--- config.mk ---
export PLATFORM = sky130hd
export DESIGN_NAME = spi_port
export DESIGN_NICKNAME = d
export VERILOG_FILES = /design/src/rtl/spi_port_pkg.sv /design/src/rtl/spi_port_sync.sv /design/src/rtl/spi_port_baud.sv /design/src/rtl/spi_port_engine.sv /design/src/rtl/spi_port.sv
export SDC_FILE = /design/constraint.sdc
export NUM_CORES = 1
export LEC_CHECK = 0
export ABC_AREA = 1
export BUFFER_PORTS_ARGS = -buffer_cell sky130_fd_sc_hd__buf_2
export CAP_MARGIN = 10
export CORE_MARGIN = 3
export CORE_UTILIZATION = 50
export DETAILED_ROUTE_END_ITERATION = 12
export GPL_TIMING_DRIVEN = 0
export PLACE_DENSITY = 0.79
export SYNTH_ARGS = -nofsm -noshare
export SYNTH_HDL_FRONTEND = slang
export SYNTH_HIERARCHICAL = 1
export SYNTH_SLANG_ARGS = --single-unit
--- constraint.sdc ---
create_clock -name clk -period 2.79 [get_ports clk]
set_input_delay 0.279 -clock clk [delete_from_list [all_inputs] [get_ports clk]]
set_output_delay 0.279 -clock clk [all_outputs]
set_load 0.01 [all_outputs]
--- src/rtl/spi_port_pkg.sv ---
package spi_port_pkg;

    localparam int unsigned DATA_W = 8;
    localparam int unsigned DIV_W  = 3;

    localparam int unsigned STAT_DONE = 0;
    localparam int unsigned STAT_BUSY = 1;
    localparam int unsigned STAT_WCOL = 2;

    typedef enum logic [1:0] {
        ADDR_DATA = 2'd0,
        ADDR_CTRL = 2'd1,
        ADDR_STAT = 2'd2,
        ADDR_NONE = 2'd3
    } addr_e;

    typedef struct packed {
        logic             en;
        logic             master;
        logic             cpol;
        logic             lsb_first;
        logic             cs_en;
        logic [DIV_W-1:0] div;
    } ctrl_t;

endpackage

--- src/rtl/spi_port_sync.sv ---
module spi_port_sync #(
    parameter int unsigned STAGES  = 2,
    parameter logic        RST_VAL = 1'b0
) (
    input  logic clk,
    input  logic rst_n,
    input  logic d,
    output logic q
);
    logic [STAGES-1:0] st_d, st_q;

    always_comb begin
        st_d = {st_q[STAGES-2:0], d};
    end

    always_ff @(posedge clk or negedge rst_n) begin
        if (!rst_n) st_q <= {STAGES{RST_VAL}};
        else        st_q <= st_d;
    end

    assign q = st_q[STAGES-1];
endmodule

--- src/rtl/spi_port_baud.sv ---
module spi_port_baud #(
    parameter int unsigned DIV_W = 3
) (
    input  logic             clk,
    input  logic             rst_n,
    input  logic             run,
    input  logic [DIV_W-1:0] div,
    output logic             tick
);
    localparam int unsigned CNT_W = (1 << DIV_W) - 1;

    logic [CNT_W-1:0] cnt_d, cnt_q, limit;

    always_comb begin
        limit = (CNT_W'(1) << div) - CNT_W'(1);
        tick  = run && (cnt_q == limit);
        cnt_d = (!run || tick) ? '0 : cnt_q + 1'b1;
    end

    always_ff @(posedge clk or negedge rst_n) begin
        if (!rst_n) cnt_q <= '0;
        else        cnt_q <= cnt_d;
    end
endmodule

--- src/rtl/spi_port_engine.sv ---
module spi_port_engine
    import spi_port_pkg::*;
#(
    parameter int unsigned BITS = 8
) (
    input  logic            clk,
    input  logic            rst_n,
    input  ctrl_t           ctrl,
    input  logic            load,
    input  logic [BITS-1:0] load_data,
    input  logic            tick,
    input  logic            sck_in,
    input  logic            sel_ok,
    input  logic            sdi,
    output logic            busy,
    output logic            done,
    output logic [BITS-1:0] rx_data,
    output logic            sck_lvl,
    output logic            sdo
);
    localparam int unsigned EDGES  = 2 * BITS;
    localparam int unsigned EDGE_W = $clog2(EDGES);

    typedef struct packed {
        logic [BITS-1:0]   sh;
        logic              rxbit;
        logic [EDGE_W-1:0] edges;
        logic              busy;
        logic              sck;
        logic              sck_prev;
    } eng_t;

    eng_t q, n;
    logic lead, trail, idle_lvl;
    logic [BITS-1:0] shifted;

    always_comb begin
        n        = q;
        lead     = 1'b0;
        trail    = 1'b0;
        done     = 1'b0;
        idle_lvl = ~ctrl.cpol;
        shifted  = ctrl.lsb_first ? {q.rxbit, q.sh[BITS-1:1]}
                                  : {q.sh[BITS-2:0], q.rxbit};
        n.sck_prev = sck_in;

        if (ctrl.master) begin
            if (q.busy && tick) begin
                n.sck = ~q.sck;
                lead  = ~q.edges[0];
                trail = q.edges[0];
            end
        end else if (sel_ok && (sck_in != q.sck_prev)) begin
            lead  = (sck_in == ctrl.cpol) && !q.edges[0];
            trail = (sck_in != ctrl.cpol) && q.edges[0];
        end

        if (lead) begin
            n.rxbit = sdi;
            n.busy  = 1'b1;
            n.edges = q.edges + 1'b1;
        end
        if (trail) begin
            n.sh    = shifted;
            n.edges = q.edges + 1'b1;
            if (q.edges == EDGE_W'(EDGES - 1)) begin
                n.edges = '0;
                n.busy  = 1'b0;
                done    = ctrl.en;
            end
        end

        if (!ctrl.master && !sel_ok) begin
            n.edges = '0;
            n.busy  = 1'b0;
        end

        if (load) begin
            n.sh    = load_data;
            n.edges = '0;
            n.busy  = ctrl.master;
        end

        if (!n.busy) n.sck = idle_lvl;

        if (!ctrl.en) begin
            n.edges = '0;
            n.busy  = 1'b0;
            n.sck   = idle_lvl;
        end
    end

    always_ff @(posedge clk or negedge rst_n) begin
        if (!rst_n) q <= '0;
        else        q <= n;
    end

    assign busy    = q.busy;
    assign rx_data = shifted;
    assign sck_lvl = q.sck;
    assign sdo     = ctrl.lsb_first ? q.sh[0] : q.sh[BITS-1];

    // a running master clock only moves on a divider tick
    assert_sck_on_tick_R2: assert property (@(posedge clk) disable iff (!rst_n)
        (ctrl.en && ctrl.master && q.busy && !tick && !load) |=> $stable(q.sck));

endmodule

--- src/rtl/spi_port.sv ---
module spi_port
    import spi_port_pkg::*;
#(
    parameter int unsigned SYNC_STAGES = 2
) (
    input  logic              clk,
    input  logic              rst_n,
    input  logic [1:0]        bus_addr,
    input  logic              bus_wr,
    input  logic              bus_rd,
    input  logic [DATA_W-1:0] bus_wdata,
    output logic [DATA_W-1:0] bus_rdata,
    input  logic              sck_i,
    output logic              sck_o,
    output logic              sck_oe,
    input  logic              sdi_i,
    output logic              sdo_o,
    output logic              sdo_oe,
    input  logic              scs_i,
    output logic              scs_o,
    output logic              scs_oe
);
    localparam int unsigned PAD_W = DATA_W - 3;

    typedef struct packed {
        ctrl_t             ctrl;
        logic [DATA_W-1:0] data;
        logic              done;
        logic              wcol;
    } regs_t;

    regs_t q, n;

    logic busy, xfer_done, tick, sck_sync, scs_sync, sel_ok, sdo_bit, sck_lvl;
    logic data_wr, ctrl_wr, stat_wr, data_rd, accept, collide;
    logic [DATA_W-1:0] rx_data;

    spi_port_sync #(.STAGES(SYNC_STAGES), .RST_VAL(1'b0)) u_sck_sync (
        .clk(clk), .rst_n(rst_n), .d(sck_i), .q(sck_sync));

    spi_port_sync #(.STAGES(SYNC_STAGES), .RST_VAL(1'b1)) u_scs_sync (
        .clk(clk), .rst_n(rst_n), .d(scs_i), .q(scs_sync));

    spi_port_baud #(.DIV_W(DIV_W)) u_baud (
        .clk(clk), .rst_n(rst_n), .run(busy && q.ctrl.master),
        .div(q.ctrl.div), .tick(tick));

    spi_port_engine #(.BITS(DATA_W)) u_engine (
        .clk(clk), .rst_n(rst_n), .ctrl(q.ctrl),
        .load(accept && q.ctrl.en), .load_data(bus_wdata),
        .tick(tick), .sck_in(sck_sync), .sel_ok(sel_ok), .sdi(sdi_i),
        .busy(busy), .done(xfer_done), .rx_data(rx_data),
        .sck_lvl(sck_lvl), .sdo(sdo_bit));

    always_comb begin
        data_wr = bus_wr && (addr_e'(bus_addr) == ADDR_DATA);
        ctrl_wr = bus_wr && (addr_e'(bus_addr) == ADDR_CTRL);
        stat_wr = bus_wr && (addr_e'(bus_addr) == ADDR_STAT);
        data_rd = bus_rd && (addr_e'(bus_addr) == ADDR_DATA);
        accept  = data_wr && !busy;
        collide = data_wr && busy && q.ctrl.en;
        sel_ok  = !q.ctrl.cs_en || !scs_sync;
    end

    always_comb begin
        n = q;
        if (ctrl_wr) n.ctrl = ctrl_t'(bus_wdata);
        if (accept) begin
            n.data = bus_wdata;
            n.done = 1'b0;
        end
        if (data_rd) n.done = 1'b0;
        if (stat_wr && bus_wdata[STAT_WCOL]) n.wcol = 1'b0;
        if (collide) n.wcol = 1'b1;
        if (xfer_done) begin
            n.data = rx_data;
            n.done = 1'b1;
        end
        if (!q.ctrl.en) begin
            n.done = 1'b0;
            n.wcol = 1'b0;
        end
    end

    always_ff @(posedge clk or negedge rst_n) begin
        if (!rst_n) q <= '0;
        else        q <= n;
    end

    always_comb begin
        case (addr_e'(bus_addr))
            ADDR_DATA: bus_rdata = q.data;
            ADDR_CTRL: bus_rdata = q.ctrl;
            ADDR_STAT: bus_rdata = {{PAD_W{1'b0}}, q.wcol, busy, q.done};
            default:   bus_rdata = '0;
        endcase
    end

    assign sck_o  = sck_lvl;
    assign sck_oe = q.ctrl.en && q.ctrl.master;
    assign sdo_o  = sdo_bit;
    assign sdo_oe = q.ctrl.en && (q.ctrl.master || sel_ok);
    assign scs_o  = !busy;
    assign scs_oe = q.ctrl.en && q.ctrl.master && q.ctrl.cs_en;

    // the collision flag holds until a clearing status write
    assert_wcol_sticky_R9: assert property (@(posedge clk) disable iff (!rst_n)
        (q.wcol && q.ctrl.en && !(stat_wr && bus_wdata[STAT_WCOL])) |=> q.wcol);

    // a data write during a busy shift raises the collision flag
    assert_collide_sets_R9: assert property (@(posedge clk) disable iff (!rst_n)
        (data_wr && busy && q.ctrl.en) |=> q.wcol);

    // a disabled port holds every flag at zero
    assert_disable_clears_R11: assert property (@(posedge clk) disable iff (!rst_n)
        !q.ctrl.en |=> (!q.done && !q.wcol && !busy));

    // completion beats a same-cycle read clear
    assert_done_wins_R12: assert property (@(posedge clk) disable iff (!rst_n)
        xfer_done |=> (q.done && !busy));

endmodule

# Word-level counts from Yosys, hierarchy flattened
# Cells that the tools add are included.
dict set report word_totals {
  reg_bits 45
  word_cells 99
  out_inout_bits 14
}
dict set report op_classes {
  n_shift 1
  muxes 29
  bitwise 3
  eq_ne 12
  addsub 3
  n_reduce_logical 33
}
# op n
set op_table {}
lappend op_table {{5-bit 2-to-1 mux} 5}
lappend op_table {{8-bit 2-to-1 mux} 3}
lappend op_table {{8-bit one-hot mux with 3 select lines} 1}
lappend op_table {{1-bit logical AND} 19}
lappend op_table {{9-bit 2-to-1 mux} 2}
lappend op_table {{1-bit 2-to-1 mux} 15}
lappend op_table {{7-bit by 1-bit adder with 7-bit output (second input constant)} 1}
lappend op_table {{7-bit == test} 1}
lappend op_table {{1-bit zero test} 7}
lappend op_table {{7-bit 2-to-1 mux} 1}
lappend op_table {{1-bit by 3-bit left shift with 7-bit output (first input constant)} 1}
lappend op_table {{7-bit by 2-bit subtractor with 7-bit output (second input constant)} 1}
lappend op_table {{6-bit 2-to-1 mux} 1}
lappend op_table {{5-bit by 1-bit inequality test with 1-bit output (second input constant)} 1}
lappend op_table {{4-bit by 1-bit adder with 4-bit output (second input constant)} 1}
lappend op_table {{4-bit == test (second input constant)} 1}
lappend op_table {{4-bit by 1-bit inequality test with 1-bit output (second input constant)} 1}
lappend op_table {{2-bit nonzero test} 2}
lappend op_table {{1-bit logical OR} 3}
lappend op_table {{3-bit by 1-bit inequality test with 1-bit output (second input constant)} 1}
lappend op_table {{3-bit by 2-bit inequality test with 1-bit output (second input constant)} 1}
lappend op_table {{3-bit inequality test (second input constant)} 1}
lappend op_table {{1-bit NOT} 3}
lappend op_table {{2-bit by 1-bit == test with 1-bit output (second input constant)} 1}
lappend op_table {{other kinds (6)} 7}

# Logic depth before layout (Yosys ltp)
dict set report depth {
  word_depth 14
  mapped_depth 19
  depth_no_buf 17
}

# Cells and area by module
# Netlist, hierarchy kept.
# module n_inst area_per_inst_um2 seq_area_each_um2 cells_per_inst
set by_module_without_submodules {}
lappend by_module_without_submodules {spi_port 1 1054.8 450.4 138}
lappend by_module_without_submodules {spi_port_engine 1 1003.5 400.4 138}
lappend by_module_without_submodules {spi_port_baud 1 506.7 175.2 70}
lappend by_module_without_submodules {{spi_port_sync at u_scs_sync} 1 52.6 52.6 2}
lappend by_module_without_submodules {{spi_port_sync at u_sck_sync} 1 50.0 50.0 2}

# Worst setup path after synthesis
# OpenSTA, ideal clock, no wires.
dict set report synth_timing {
  kind {register to register}
  start {register q[12] (netlist name)}
  end {register q[1] (netlist name)}
  arrival_ns 2.129
  synth_period_minus_slack_ns 2.253
  setup_time_ns 0.124
  stages_incl_launch_ff 17
  slack_ns 0.537
  cell_sequence {dfrtp_1 > buf_6 > nor2_2 > nand2_1 > nand2_1 > nand2_1 > nor2_2 > nand3_2 > nor2_1 > nand3_1 > nand2_2 > nand3_2 > nor2_1 > buf_4 > clkinv_1 > nand2_4 > o21bai_1}
}

==> flow_metrics.py <==
metrics = {
    "global_route": {
        "track_usage": 0.200,
        "grt_pass1_vias": 2108,
        "grt_start_max_net_pins": 46,
        "grt_antenna_before_repair": 0,
        "grt_pass1_wl_um": 9890,
        "overflow": 0,
    },
    "yosys": {
        "synth_most_common_cell": "nand2_1",
        "synth_seq_cells": 45,
        "ys_warn_count": 6,
        "synthCells": 350,
        "syn_avg_cell_area_um2": 7.62,
        "synth_nets": 369,
        "yosys.area.top_type_share": 0.403,
        "syn-cell-area_um2": 2670,
        "synthFlopType": "dfrtp_1",
        "yosysUniqueCellTypes": 35,
        "synth-edff-count": 0,
        "async_reset_ff_frac": 1.00,
        "yosysSeqAreaShare": 0.423,
        "synth.area.top_cells": "dfrtp_1, nand2_1, inv_1",
        "synth_area_leader_cell": "dfrtp_1",
        "ys_top_cells_by_count": "nand2_1, inv_1, dfrtp_1",
    },
    "routing": {
        "drt_pass1_iterations": 4,
        "wirelength_um": 5870,
        "drt-wirelength-per-cell_um": 12.9,
        "drc": 0,
        "vias": 2340,
        "ant_nets": 0,
        "drtIter0Drc": 221,
        "vias_per_cell": 5.13,
    },
    "placement": {
        "portBuffers": 30,
        "dp_hpwl_um": 4300,
        "routabilityCongestion": 0.851,
    },
    "min_path": {
        "min_path_type": "input pin to flip-flop",
    },
    "setup_path": {
        "crit_end": "q[8]$_DFFE_PN0P_",
        "startpoint": "q[12]$_DFFE_PN0P_",
        "crit-reg2reg-launch": "q[12]$_DFFE_PN0P_",
        "critPathMaxFanout": 10,
        "reg2reg_slack_ns": 0.29,
        "rr_endpoint": "q[8]$_DFFE_PN0P_",
        "critical_path.endpoint_type": "flip-flop",
        "required_ns": 2.99,
        "start_kind": "flip-flop",
        "worst-setup-path-type": "flip-flop to flip-flop",
        "worstRegToRegCells": 17,
        "worst_ep_arrival_time_ns": 2.69,
    },
    "sta": {
        "relSlewSlack": 0.347,
        "period_needed_ns": 2.50,
        "max_freq_ghz": 0.401,
        "setup_viol": 0,
        "hold_viol": 0,
        "fin_setup_tns_ns": 0,
        "min_period_over_period": 0.894,
        "holdWs_ns": 0.0757,
        "grt_setup_unrepaired": "no",
        "worst_pin_slew_ns": 0.980,
        "finalMaxSlewViolations": 0,
        "fin_worst_skew_ns": 0.00538,
    },
    "cells_and_area": {
        "final_core_util": 0.610,
        "fin_nets": 407,
        "drive_above_1_share": 0.234,
        "antenna_cells": 0,
        "nFillCells": 481,
        "area_growth_pct": 13.1,
    },
    "clocking": {
        "clkTransAtPathRegs_ns": 0.08,
        "cts_tree": "done",
        "clockBufferDepth": 2,
        "holdBufCountCts": 0,
        "cts_max_level": 2,
        "clock_sinks": 45,
        "clk_latency_ns": 0.30,
        "cts_buffers": 5,
        "cts_root_buf": "clkbuf_8",
    },
    "floorplanning": {
        "initial_core_util": 0.540,
        "placementRows": 25,
        "pin_count": 31,
        "die_x_um": 79.0,
        "dieArea_um2": 6250,
        "coreArea_um2": 4940,
        "die_h_um": 79.0,
    },
    "power_and_ir_drop": {
        "leakagePower_uw": 0.00154,
        "p_per_area_nw_per_um2": 610,
        "ir_drop_v": 0.000377,
    },
    "outcome": {
        "outcome": "finished, final reports clean",
    },
    "flow_run": {
        "cap_violations": 0,
    },
}
layer usage:
metal	track usage	share of wire
met5	0	0
met2	0.305	0.45
met3	0.0317	0.054
met1	0.291	0.48
met4	0.0670	0.013
layout make-up:
type,count,area (um2),area share
inverters,53,204,0.0676
clock buffers,7,96.3,0.0319
clock inverters,1,5.00,0.00166
well taps,67,83.8,0.0278
repair buffers,30,150,0.0498
repair inverters,1,5.00,0.00166
flip-flops and latches,45,1130,0.374
multi-input cells,244,1280,0.425
plain buffers,8,62.6,0.0207
how the worst min path moves through the flow:
stage               depth (start not counted)                    startpoint                           end
floorplan                                   0                         rst_n              q[0]$_DFFE_PN0P_
global placement                            0  u_sck_sync/st_q[0]$_DFF_PN0_  u_sck_sync/st_q[1]$_DFF_PN0_
detailed placement                          0  u_sck_sync/st_q[0]$_DFF_PN0_  u_sck_sync/st_q[1]$_DFF_PN0_
CTS                                         1                         scs_i  u_scs_sync/st_q[0]$_DFF_PN1_
global route                                1                         scs_i  u_scs_sync/st_q[0]$_DFF_PN1_
finish                                      1                         scs_i  u_scs_sync/st_q[0]$_DFF_PN1_
through the flow:
step	power [uW]	setup WS, ns	instance area (um2)	cells
final	1840	0.295	3020	456
after floorplan	1250	0.537	2670	350
after detailed placement	1410	0.173	2900	447
after CTS	1850	0.144	3000	455
after global routing	1960	0.0243	3020	456
after global placement	1390	0.239	2900	447
cells in the final DEF (no fill, tap or decap), drive strengths merged:
cell,count
nand2,116
inv,51
dfrtp,43
nand3,39
buf,37
o21ai,31
nor2,24
o211ai,8
clkbuf,8
a21oi,6
xor2,4
xnor2,3
nor3,3
a22o,2
a31oi,2
clkinv,2
ha,2
dfstp,2
clkinvlp,2
o21bai,1
nand3b,1
nand4,1
o31ai,1
sequential cells by signal (all words and copies together), names as in the netlist:
signal            flops
u_engine/sck_lvl      1
u_baud/cnt_q          7
u_engine/q           14
u_scs_sync/st_q       2
u_engine/busy         1
u_sck_sync/st_q       2
q                    18
report_power, final:
group	leakage, uW	total [uW]	switching, uW	internal [uW]
Combinational	0.000911	529	327	201
Clock	0.0000542	442	218	224
Sequential	0.000570	870	95.9	774
what timing repair did:
action                                  4_1_cts  5_1_grt
resized for setup                             0        4
endpoints found under the setup margin        0        9
buffers inserted                              0        0
logic make-up (layout without fill, tap and decap cells):
| logic type | count (synthesis) | count (layout) | synth area share |
|---|---|---|---|
| buffers and inverters | 61 | 100 | 0.0976 |
| AND/OR/NAND/NOR | 184 | 184 | 0.327 |
| AO/OA/AOI/OAI | 51 | 51 | 0.120 |
| flip-flops | 45 | 45 | 0.423 |
| adder cells (fa/ha/maj) | 2 | 2 | 0.00938 |
| XOR/XNOR | 7 | 7 | 0.0230 |
worst max-delay path: stages, from the launching register on:
cell	delay, ns
dfrtp_1	0.43
buf_6	0.15
nand2_1	0.09
nand2_1	0.06
nand2_1	0.06
nand2_1	0.05
nor2_1	0.13
nand3_2	0.14
nor2_2	0.12
nand3_1	0.13
nand2_2	0.15
nand3_2	0.12
nor2_1	0.12
buf_4	0.19
buf_4	0.19
o21ai_0	0.12
nand2_1	0.09
nand2_1	0.05
Note: power is estimated with default switching activity, not from simulation.
